### src/rtl/lnk_pkg.sv
package lnk_pkg;

  // Index width that stays at least one bit for single-entry structures.
  function automatic int idx_w(input int n);
    return (n > 1) ? $clog2(n) : 1;
  endfunction

  // Acknowledge line polarity.
  localparam logic ACK_TAKEN = 1'b1;

endpackage

### src/rtl/lnk_id_dec.sv
// Splits a destination identifier into the source-direction memory and
// the buffer index inside that memory (identifier = dir * BUF_PER_MEM + idx).
module lnk_id_dec #(
  parameter int NUM_DIR     = 4,
  parameter int BUF_PER_MEM = 4
) (
  input  logic [lnk_pkg::idx_w(NUM_DIR*BUF_PER_MEM)-1:0] id_i,
  output logic [lnk_pkg::idx_w(NUM_DIR)-1:0]             dir_o,
  output logic [lnk_pkg::idx_w(BUF_PER_MEM)-1:0]         idx_o
);
  localparam int DIR_W = lnk_pkg::idx_w(NUM_DIR);
  localparam int IDX_W = lnk_pkg::idx_w(BUF_PER_MEM);

  always_comb begin
    dir_o = DIR_W'(int'(id_i) / BUF_PER_MEM);
    idx_o = IDX_W'(int'(id_i) % BUF_PER_MEM);
  end
endmodule

### src/rtl/lnk_tx.sv
// Sending half: grant -> address step -> data step -> acknowledge step.
module lnk_tx #(
  parameter int NUM_VC = 4,
  parameter int DW     = 16,
  parameter int ID_W   = 4
) (
  input  logic                              clk,
  input  logic                              rst_n,
  input  logic                              grant_vld_i,
  input  logic [lnk_pkg::idx_w(NUM_VC)-1:0] grant_vc_i,
  input  logic [NUM_VC*ID_W-1:0]            route_i,
  input  logic [NUM_VC*DW-1:0]              head_i,
  input  logic                              ack_i,
  output logic                              addr_vld_o,
  output logic [ID_W-1:0]                   addr_o,
  output logic                              data_vld_o,
  output logic [DW-1:0]                     data_o,
  output logic                              done_o,
  output logic                              retry_o,
  output logic [lnk_pkg::idx_w(NUM_VC)-1:0] done_vc_o
);
  localparam int VC_W = lnk_pkg::idx_w(NUM_VC);

  logic [ID_W-1:0] route_arr [NUM_VC];
  logic [DW-1:0]   head_arr  [NUM_VC];

  generate
    for (genvar g = 0; g < NUM_VC; g++) begin : g_unpack
      assign route_arr[g] = route_i[g*ID_W +: ID_W];
      assign head_arr[g]  = head_i[g*DW +: DW];
    end
  endgenerate

  // Stage registers: a = address step, d = data step, k = acknowledge step.
  logic            a_vld_q, d_vld_q, k_vld_q, k_ack_q;
  logic [VC_W-1:0] a_vc_q, d_vc_q, k_vc_q;
  logic            clash, launch;

  // Next-state logic.
  always_comb begin
    clash  = (a_vld_q && (a_vc_q == grant_vc_i)) ||
             (d_vld_q && (d_vc_q == grant_vc_i));
    launch = grant_vld_i && !clash;
  end

  // Valid pipeline.
  always_ff @(posedge clk or negedge rst_n) begin
    if (!rst_n) begin
      a_vld_q <= 1'b0;
      d_vld_q <= 1'b0;
      k_vld_q <= 1'b0;
    end else begin
      a_vld_q <= launch;
      d_vld_q <= a_vld_q;
      k_vld_q <= d_vld_q;
    end
  end

  // Payload pipeline with explicit enables.
  always_ff @(posedge clk or negedge rst_n) begin
    if (!rst_n) begin
      a_vc_q  <= '0;
      d_vc_q  <= '0;
      k_vc_q  <= '0;
      k_ack_q <= 1'b0;
    end else begin
      if (launch) a_vc_q <= grant_vc_i;
      if (a_vld_q) d_vc_q <= a_vc_q;
      if (d_vld_q) begin
        k_vc_q  <= d_vc_q;
        k_ack_q <= ack_i;
      end
    end
  end

  // Link and response outputs.
  always_comb begin
    addr_vld_o = a_vld_q;
    addr_o     = a_vld_q ? route_arr[a_vc_q] : '0;
    data_vld_o = d_vld_q;
    data_o     = d_vld_q ? head_arr[d_vc_q] : '0;
    done_o     = k_vld_q && (k_ack_q == lnk_pkg::ACK_TAKEN);
    retry_o    = k_vld_q && (k_ack_q != lnk_pkg::ACK_TAKEN);
    done_vc_o  = k_vc_q;
  end
endmodule

### src/rtl/lnk_rx.sv
// Receiving half: latches the identifier, then in the data step answers
// and writes only when the addressed buffer has room.
module lnk_rx #(
  parameter int DW          = 16,
  parameter int NUM_DIR     = 4,
  parameter int BUF_PER_MEM = 4,
  parameter int FREE_W      = 4
) (
  input  logic                                           clk,
  input  logic                                           rst_n,
  input  logic                                           addr_vld_i,
  input  logic [lnk_pkg::idx_w(NUM_DIR*BUF_PER_MEM)-1:0] addr_i,
  input  logic                                           data_vld_i,
  input  logic [DW-1:0]                                  data_i,
  input  logic [NUM_DIR*BUF_PER_MEM*FREE_W-1:0]          free_i,
  output logic                                           ack_o,
  output logic                                           wr_en_o,
  output logic [lnk_pkg::idx_w(NUM_DIR)-1:0]             wr_dir_o,
  output logic [lnk_pkg::idx_w(BUF_PER_MEM)-1:0]         wr_idx_o,
  output logic [DW-1:0]                                  wr_data_o
);
  localparam int NBUF  = NUM_DIR * BUF_PER_MEM;
  localparam int ID_W  = lnk_pkg::idx_w(NBUF);
  localparam int DIR_W = lnk_pkg::idx_w(NUM_DIR);
  localparam int IDX_W = lnk_pkg::idx_w(BUF_PER_MEM);

  logic [FREE_W-1:0] free_arr [NBUF];

  generate
    for (genvar g = 0; g < NBUF; g++) begin : g_free
      assign free_arr[g] = free_i[g*FREE_W +: FREE_W];
    end
  endgenerate

  logic            r_vld_q;
  logic [ID_W-1:0] r_id_q;
  logic            p_vld_q;
  logic [ID_W-1:0] p_id_q;

  logic [DIR_W-1:0]  dec_dir;
  logic [IDX_W-1:0]  dec_idx;
  logic              active, same_buf, room;
  logic [FREE_W:0]   need;

  lnk_id_dec #(
    .NUM_DIR     (NUM_DIR),
    .BUF_PER_MEM (BUF_PER_MEM)
  ) u_dec (
    .id_i  (r_id_q),
    .dir_o (dec_dir),
    .idx_o (dec_idx)
  );

  // Space check, including the write made one cycle earlier.
  always_comb begin
    active   = r_vld_q && data_vld_i;
    same_buf = p_vld_q && (p_id_q == r_id_q);
    need     = (FREE_W+1)'(same_buf ? 2 : 1);
    room     = ({1'b0, free_arr[r_id_q]} >= need);
    ack_o    = active && room;
    wr_en_o  = ack_o;
    wr_dir_o = dec_dir;
    wr_idx_o = dec_idx;
    wr_data_o = data_i;
  end

  always_ff @(posedge clk or negedge rst_n) begin
    if (!rst_n) begin
      r_vld_q <= 1'b0;
      p_vld_q <= 1'b0;
    end else begin
      r_vld_q <= addr_vld_i;
      p_vld_q <= ack_o;
    end
  end

  always_ff @(posedge clk or negedge rst_n) begin
    if (!rst_n) begin
      r_id_q <= '0;
      p_id_q <= '0;
    end else begin
      if (addr_vld_i) r_id_q <= addr_i;
      if (ack_o)      p_id_q <= r_id_q;
    end
  end
endmodule

### src/rtl/lnk_xfer_top.sv
module lnk_xfer_top #(
  parameter int NUM_VC      = 4,
  parameter int DW          = 16,
  parameter int NUM_DIR     = 4,
  parameter int BUF_PER_MEM = 4,
  parameter int FREE_W      = 4
) (
  input  logic                                           clk,
  input  logic                                           rst_n,
  input  logic                                           arb_vld_i,
  input  logic [lnk_pkg::idx_w(NUM_VC)-1:0]              arb_vc_i,
  input  logic [NUM_VC*lnk_pkg::idx_w(NUM_DIR*BUF_PER_MEM)-1:0] route_tbl_i,
  input  logic [NUM_VC*DW-1:0]                           head_data_i,
  output logic                                           tx_done_o,
  output logic                                           tx_retry_o,
  output logic [lnk_pkg::idx_w(NUM_VC)-1:0]              tx_vc_o,
  output logic                                           lnk_addr_vld_o,
  output logic [lnk_pkg::idx_w(NUM_DIR*BUF_PER_MEM)-1:0] lnk_addr_o,
  output logic                                           lnk_data_vld_o,
  output logic [DW-1:0]                                  lnk_data_o,
  output logic                                           lnk_ack_o,
  input  logic [NUM_DIR*BUF_PER_MEM*FREE_W-1:0]          rx_free_i,
  output logic                                           rx_wr_en_o,
  output logic [lnk_pkg::idx_w(NUM_DIR)-1:0]             rx_wr_dir_o,
  output logic [lnk_pkg::idx_w(BUF_PER_MEM)-1:0]         rx_wr_idx_o,
  output logic [DW-1:0]                                  rx_wr_data_o
);
  localparam int ID_W = lnk_pkg::idx_w(NUM_DIR*BUF_PER_MEM);

  lnk_tx #(
    .NUM_VC (NUM_VC),
    .DW     (DW),
    .ID_W   (ID_W)
  ) u_tx (
    .clk         (clk),
    .rst_n       (rst_n),
    .grant_vld_i (arb_vld_i),
    .grant_vc_i  (arb_vc_i),
    .route_i     (route_tbl_i),
    .head_i      (head_data_i),
    .ack_i       (lnk_ack_o),
    .addr_vld_o  (lnk_addr_vld_o),
    .addr_o      (lnk_addr_o),
    .data_vld_o  (lnk_data_vld_o),
    .data_o      (lnk_data_o),
    .done_o      (tx_done_o),
    .retry_o     (tx_retry_o),
    .done_vc_o   (tx_vc_o)
  );

  lnk_rx #(
    .DW          (DW),
    .NUM_DIR     (NUM_DIR),
    .BUF_PER_MEM (BUF_PER_MEM),
    .FREE_W      (FREE_W)
  ) u_rx (
    .clk        (clk),
    .rst_n      (rst_n),
    .addr_vld_i (lnk_addr_vld_o),
    .addr_i     (lnk_addr_o),
    .data_vld_i (lnk_data_vld_o),
    .data_i     (lnk_data_o),
    .free_i     (rx_free_i),
    .ack_o      (lnk_ack_o),
    .wr_en_o    (rx_wr_en_o),
    .wr_dir_o   (rx_wr_dir_o),
    .wr_idx_o   (rx_wr_idx_o),
    .wr_data_o  (rx_wr_data_o)
  );
endmodule

### config.mk
export PLATFORM = sky130hd
export DESIGN_NAME = lnk_xfer_top
export DESIGN_NICKNAME = d
export VERILOG_FILES = /design/src/rtl/lnk_pkg.sv /design/src/rtl/lnk_id_dec.sv /design/src/rtl/lnk_tx.sv /design/src/rtl/lnk_rx.sv /design/src/rtl/lnk_xfer_top.sv
export SDC_FILE = /design/constraint.sdc
export NUM_CORES = 1
export LEC_CHECK = 0
export BUFFER_PORTS_ARGS = -buffer_cell sky130_fd_sc_hd__buf_4
export CORE_MARGIN = 2
export CORE_UTILIZATION = 40
export DETAILED_ROUTE_END_ITERATION = 10
export PLACE_DENSITY = 0.94
export SLEW_MARGIN = 20
export SYNTH_ARGS = -nofsm -noshare
export SYNTH_HDL_FRONTEND = slang
export SYNTH_SLANG_ARGS = --single-unit
### constraint.sdc
create_clock -name clk -period 6.2 [get_ports clk]
set_clock_uncertainty 0.05 [all_clocks]
set_input_delay 0.62 -clock clk [delete_from_list [all_inputs] [get_ports clk]]
set_output_delay 0.62 -clock clk [all_outputs]
set_load 0.05 [all_outputs]
==> impl_metrics.yaml, run 1 <==
job:
  maxCapViolations: 0
global_routing:
  antenna_found_initial: 0
  grt_start_max_net_pins: 26
  grt_overflow: 0
  grt_usage_pct: 22.5
  grt_pass1_wl_um: 9800
  grt_pass1_vias: 2126
min_path:
  hold_class: "in2async"
route:
  drtAntennaViolNets: 0
  drt_iter0_markers: 49
  finalWirelength_um: 7010
  wire_per_inst_um: 16.9
  drtPass1Iterations: 4
  vias: 2145
  drc_errors: 0
  viasPerCell: 5.17
clocking:
  cts_resized: 0
  holdBufCountCts: 0
  post_cts_buffers: 0
  cts.sinks: 19
  clkTransAtPathRegs_ns: 0.07
  clk_latency_ns: 0.25
  cts_inserted_buffers: 3
  tritoncts: "built"
  clockBufferDepth: 2
  root_buffer: "clkbuf_8"
  ctsHtreeMaxLevel: 1
power:
  powerDensity_nw_per_um2: 464
  leakagePower_nw: 1.66
  ir_drop_v: 0.000331
  total_power_w: 0.00161
worst_setup_path:
  crit_path_end_kind: "primary output"
  r2r_setup_slack_ns: 2.50
  setup.worst_path.class: "reg2out"
  reg2regPathDepth: 9
  worstPathRequired_ns: 5.53
  worstPathArrival_ns: 3.79
  rr_endpoint: "u_rx.p_id_q[0]"
  crit_fanout: 20
  r2r_start: "u_rx.r_id_q[0]"
  worstSetupStartpointType: "register"
floorplan:
  die_w_um: 75.8
  coreArea_um2: 5040
  rows: 26
  chipHeight_um: 75.8
  ioPinCount: 197
  die_area_um2: 5750
  start_util_pct: 40.9
placed_design:
  portBuffers: 196
  dp_worst_setup_slack_ns: 2.02
  dpl_cell_area_um2: 3430
  place.gp.congestion: 0.858
  post-dp-hpwl_um: 6020
  dp.cells: 411
layout:
  final_nets: 497
  final_cell_mix: "196 x buf_4, 31 x mux4_2, 21 x and2_1, 18 x dfrtp_1"
  antennaDiodeCount: 0
  final-seq-area_um2: 477
  final_common_cell: "buf_4"
  drive_above_1_share_pct: 71.3
  areaGrowthSynthToFinish_pct: 68.3
  fillers: 404
  fin_area_um2: 3470
  fin_cells: 415
  multiInputGateArea_um2: 1360
synth:
  ys_seq_area_share_pct: 23.0
  synthArstFlopShare_pct: 100
  syn_area_um2: 2060
  ys_ff_latch: 19
  syn-num-nets: 327
  yosysWarnings: 0
  yosysTopAreaCellShare_pct: 33.8
  synth_cells: 176
  synth_area_leaders: "mux4_2 34%, dfrtp_1 23%, buf_4 6.5%, and2_1 6.4%, mux2_2 4.9%"
  syn_avg_cell_area_um2: 11.7
  synthDistinctLibCells: 38
  synth_edf_count: 0
  synth_flop_cell: "dfrtp_1"
  synth_top_area_cell: "mux4_2"
sta:
  setup_viol: 0
  slew_headroom_pct: 43.3
  hold_violations: 0
  tightest_slew_ns: 0.850
  post-route-period-util_pct: 71.9
  period_minus_slack_ns: 4.46
  setup_slack_ns: 1.74
  drv_slew: 0
  tns_ns: 0
  max_freq_ghz: 0.224
  rsz0062_at_grt: "no"
run_status:
  outcome: "finished, final reports clean"
[per-layer routing]
metal	GRT usage, %	routed length, µm
met5	0	0
met4	5.07	118
met3	4.23	457
met2	40.7	3840
met1	27.6	2590
[flip-flops by register name, indices dropped and copies added (netlist names)]
| register | flops |
|---|---|
| u_rx.p_id_q | 4 |
| u_rx.r_id_q | 4 |
| u_tx.a_vc_q | 2 |
| u_tx.d_vc_q | 2 |
| u_tx.done_vc_o | 2 |
| u_rx.p_vld_q | 1 |
| u_rx.r_vld_q | 1 |
| u_tx.addr_vld_o | 1 |
| u_tx.k_ack_q | 1 |
| u_tx.k_vld_q | 1 |
[layout make-up]
cell class / count / share of cell area (%)
multi-input cells: 116 / 39.0
repair buffers: 196 / 42.3
flip-flops and latches: 19 / 13.7
clock inverters: 1 / 0.144
inverters: 10 / 1.08
clock buffers: 3 / 1.19
well taps: 70 / 2.52
[critical path, stage by stage (launching register included)]
cell	delay [ns]
dfrtp_1	0.88
mux4_2	0.58
mux4_2	0.48
inv_1	0.07
ha_1	0.21
nand2b_1	0.14
a21oi_1	0.19
o2111ai_2	0.22
o31ai_4	0.38
inv_1	0.16
buf_4	0.22
[cell families (layout without fill, tap and decap cells)]
| logic type | count (synthesis) | after routing | share of synthesized area (%) |
|---|---|---|---|
| multiplexers | 40 | 40 | 38.7 |
| XOR/XNOR | 9 | 9 | 3.82 |
| adder cells (fa/ha/maj) | 2 | 2 | 1.21 |
| AO/OA/AOI/OAI | 21 | 21 | 8.91 |
| flip-flops | 19 | 19 | 23.0 |
| AND/OR/NAND/NOR | 44 | 44 | 13.0 |
| buffers and inverters | 41 | 210 | 11.3 |
[cell usage after synthesis (2+ instances only)]
master,number
a21oi_1,4
dfrtp_1,19
buf_4,18
o21ai_0,2
nor4b_1,3
mux2_2,9
mux4_2,31
nor3_1,4
ha_1,2
xor2_1,4
clkbuf_1,6
o21bai_1,4
buf_2,4
buf_1,2
xnor2_1,5
nor2_1,7
inv_1,9
and2_1,21
a31oi_1,3
[where the power goes]
group | leakage [nW] | switching, W | total (W) | internal (W)
Sequential | 0.226 | 0.000174 | 0.000351 | 0.000177
Combinational | 1.41 | 0.000649 | 0.00118 | 0.000531
Clock | 0.0255 | 0.0000377 | 0.0000822 | 0.0000445
Total | 1.66 | 0.000860 | 0.00161 | 0.000753
[per-stage QoR]
step	hold WS [ns]	util, %
2_1_floorplan	0.274	-
3_3_place_gp	0.450	68.0
3_5_place_dp	0.451	68.0
4_1_cts	0.178	68.9
5_1_grt	0.184	68.9
6_report	0.174	68.9
[how the worst max path moves through the flow]
stage,from,end,slack [ns],depth (start not counted)
floorplan,u_rx.r_id_q[0],rx_wr_en_o,1.77,12
global placement,u_rx.r_id_q[0],lnk_ack_o,2.13,10
detailed placement,u_rx.r_id_q[0],lnk_ack_o,2.02,10
CTS,u_rx.r_id_q[0],rx_wr_en_o,1.73,10
global route,u_rx.r_id_q[0],lnk_ack_o,1.52,10
finish,u_rx.r_id_q[0],rx_wr_en_o,1.74,10
(Power assumes the default switching activity.)
==> inputs of run 2 (changes only) <==
- ABC_AREA: not set -> 1
- CORE_ASPECT_RATIO: not set -> 1.2
- CORE_UTILIZATION: 40 -> 37
- PLACE_DENSITY: 0.94 -> 0.88
- clock period: 6.2 -> 4.3 ns (I/O delays scaled with it)
==> impl_metrics.yaml, run 2 <==
layout:
  fillers: 510
  final-seq-area_um2: 475
  top_regs: "u_rx.p_id_q: 4 flops, u_rx.r_id_q: 4 flops"
  final_cell_mix: "198 x buf_4, 99 x nor2_1, 61 x o21ai_0, 42 x nand2_1, 22 x inv_1"
  antennaDiodeCount: 0
  final_common_cell: "buf_4"
  drive_above_1_share_pct: 40.1
  fin_cells: 578
  multiInputGateArea_um2: 1280
  areaGrowthSynthToFinish_pct: 67.3
  final_nets: 668
  fin_area_um2: 3480
synth:
  ys_seq_area_share_pct: 22.9
  yosysTopAreaCellShare_pct: 22.9
  syn-num-nets: 500
  synth_flop_cell: "dfrtp_1"
  synth_top_area_cell: "dfrtp_1"
  syn_avg_cell_area_um2: 5.96
  synth_cells: 349
  synthDistinctLibCells: 26
  synth.top_cells.by_count: "99 x nor2_1, 61 x o21ai_0, 42 x nand2_1"
  yosysWarnings: 0
  yosysMostFrequentCell: "nor2_1"
  syn_area_um2: 2080
  synth_area_leaders: "dfrtp_1 23%, nor2_1 18%, o21ai_0 15%, nand2_1 7.6%, buf_4 7.2%"
  synth_edf_count: 0
  synthArstFlopShare_pct: 100
  ys_ff_latch: 19
job:
  maxCapViolations: 0
clocking:
  cts_inserted_buffers: 3
  cts_resized: 0
  tritoncts: "built"
  clkTransAtPathRegs_ns: 0.07
  post_cts_buffers: 0
  cts.sinks: 19
  clockBufferDepth: 2
  root_buffer: "clkbuf_8"
  ctsHtreeMaxLevel: 1
  clk_latency_ns: 0.25
sta:
  slew_headroom_pct: 44.5
  timing.hold.ws_ns: 0.426
  period_minus_slack_ns: 3.28
  drv_slew: 0
  setup_viol: 0
  tns_ns: 0
  tightest_slew_ns: 0.828
  hold_violations: 0
  max_freq_ghz: 0.305
  post-route-period-util_pct: 76.2
  rsz0062_at_grt: "no"
route:
  wire_per_inst_um: 14.0
  wl_met3_um: 629
  top_layer_used: "met4"
  viasPerCell: 5.28
  drtAntennaViolNets: 0
  drc_errors: 0
  vias: 3049
  finalWirelength_um: 8070
  route.met2.wl_um: 4290
  drtPass1Iterations: 5
  drt_iter0_markers: 135
  wl_met1_um: 2950
floorplan:
  die_w_um: 72.4
  chipHeight_um: 86.1
  ioPinCount: 197
  die_area_um2: 6240
  coreArea_um2: 5370
  start_util_pct: 38.7
  rows: 29
worst_setup_path:
  worstSetupStartpointType: "register"
  worstPathArrival_ns: 2.80
  worstPathRequired_ns: 3.82
  crit_fanout: 17
  setup.worst_path.class: "reg2out"
  crit_path_end_kind: "primary output"
power:
  ir_drop_v: 0.000485
  powerDensity_nw_per_um2: 734
  leakagePower_nw: 1.84
global_routing:
  grt_pass1_wl_um: 12700
  grt_overflow: 0
  grt_pass1_vias: 2982
  grt_start_max_net_pins: 37
  antenna_found_initial: 0
  grt_usage_pct: 24.8
placed_design:
  portBuffers: 196
  post-dp-hpwl_um: 6590
  dp.cells: 573
  place.gp.congestion: 0.883
  dpl_cell_area_um2: 3420
run_status:
  outcome: "finished, final reports clean"
min_path:
  hold_class: "in2reg"
run 2: critical path, stage by stage, from the launching register on:
cell,delay (ns)
dfrtp_1,0.57
inv_2,0.31
o21ai_0,0.15
o221ai_1,0.17
o211ai_1,0.11
nand2_1,0.08
inv_1,0.04
ha_1,0.26
inv_1,0.05
nand2_1,0.04
a21oi_1,0.22
nand3_4,0.13
nand2_2,0.12
inv_1,0.09
buf_4,0.19
run 2: kinds of logic after synthesis:
family	Yosys count	synth area share [%]
and+or+nand+nor	162	31.4
buffers and inverters	62	15.3
xor gates and xnor gates	1	0.421
adders and majority gates	2	1.20
DFF	19	22.9
AOI/OAI and AO/OA	103	28.8
run 2: repair_timing:
action	in CTS	in global routing
setup endpoints to repair	0	0
hold endpoints to repair	19	0
hold buffers	1	0
run 2: worst paths after layout:
check                                  start           endpoint  slack (ns)  cells after the start
setup / recovery              u_rx.r_id_q[1]         rx_wr_en_o        1.02                     14
hold / removal                   arb_vc_i[1]     u_tx.a_vc_q[1]        0.43                      3
setup reg to reg              u_rx.r_id_q[1]       u_rx.p_vld_q        1.79                     13
hold reg to reg            u_tx.done_vc_o[1]  u_tx.done_vc_o[1]        0.43                      2
max in group asynchronous              rst_n     u_tx.a_vc_q[0]        3.47                      2
min in group asynchronous              rst_n       u_tx.k_ack_q        0.53                      2
run 2: through the flow:
stage	util (%)	power [W]	setup WS (ns)
floorplan	-	0.00195	1.03
global placement	63.7	0.00239	1.43
detailed placement	63.7	0.00243	1.33
CTS	64.8	0.00256	1.05
global route	64.8	0.00274	0.834
finish	64.8	0.00255	1.02
run 2: report_power, final:
| group | switching [W] | internal [W] | total, W |
|---|---|---|---|
| combinational | 0.00141 | 0.000640 | 0.00205 |
| sequential | 0.000128 | 0.000257 | 0.000385 |
| clock | 0.0000589 | 0.0000644 | 0.000123 |
| total | 0.00159 | 0.000961 | 0.00255 |
run 2: final cells by class:
class / instances / area share, %
clock inverters: 1 / 0.144
inverters: 26 / 2.81
flip-flops and latches: 19 / 13.7
well taps: 62 / 2.23
repair buffers: 199 / 43.0
clock buffers: 3 / 1.19
multi-input cells: 268 / 36.9
run 2: routing by layer:
metal	vias up	global-route usage (%)
li1	1483	-
met3	19	4.23
met5	-	0
met1	1388	27.8
met2	159	47.5
met4	0	6.73
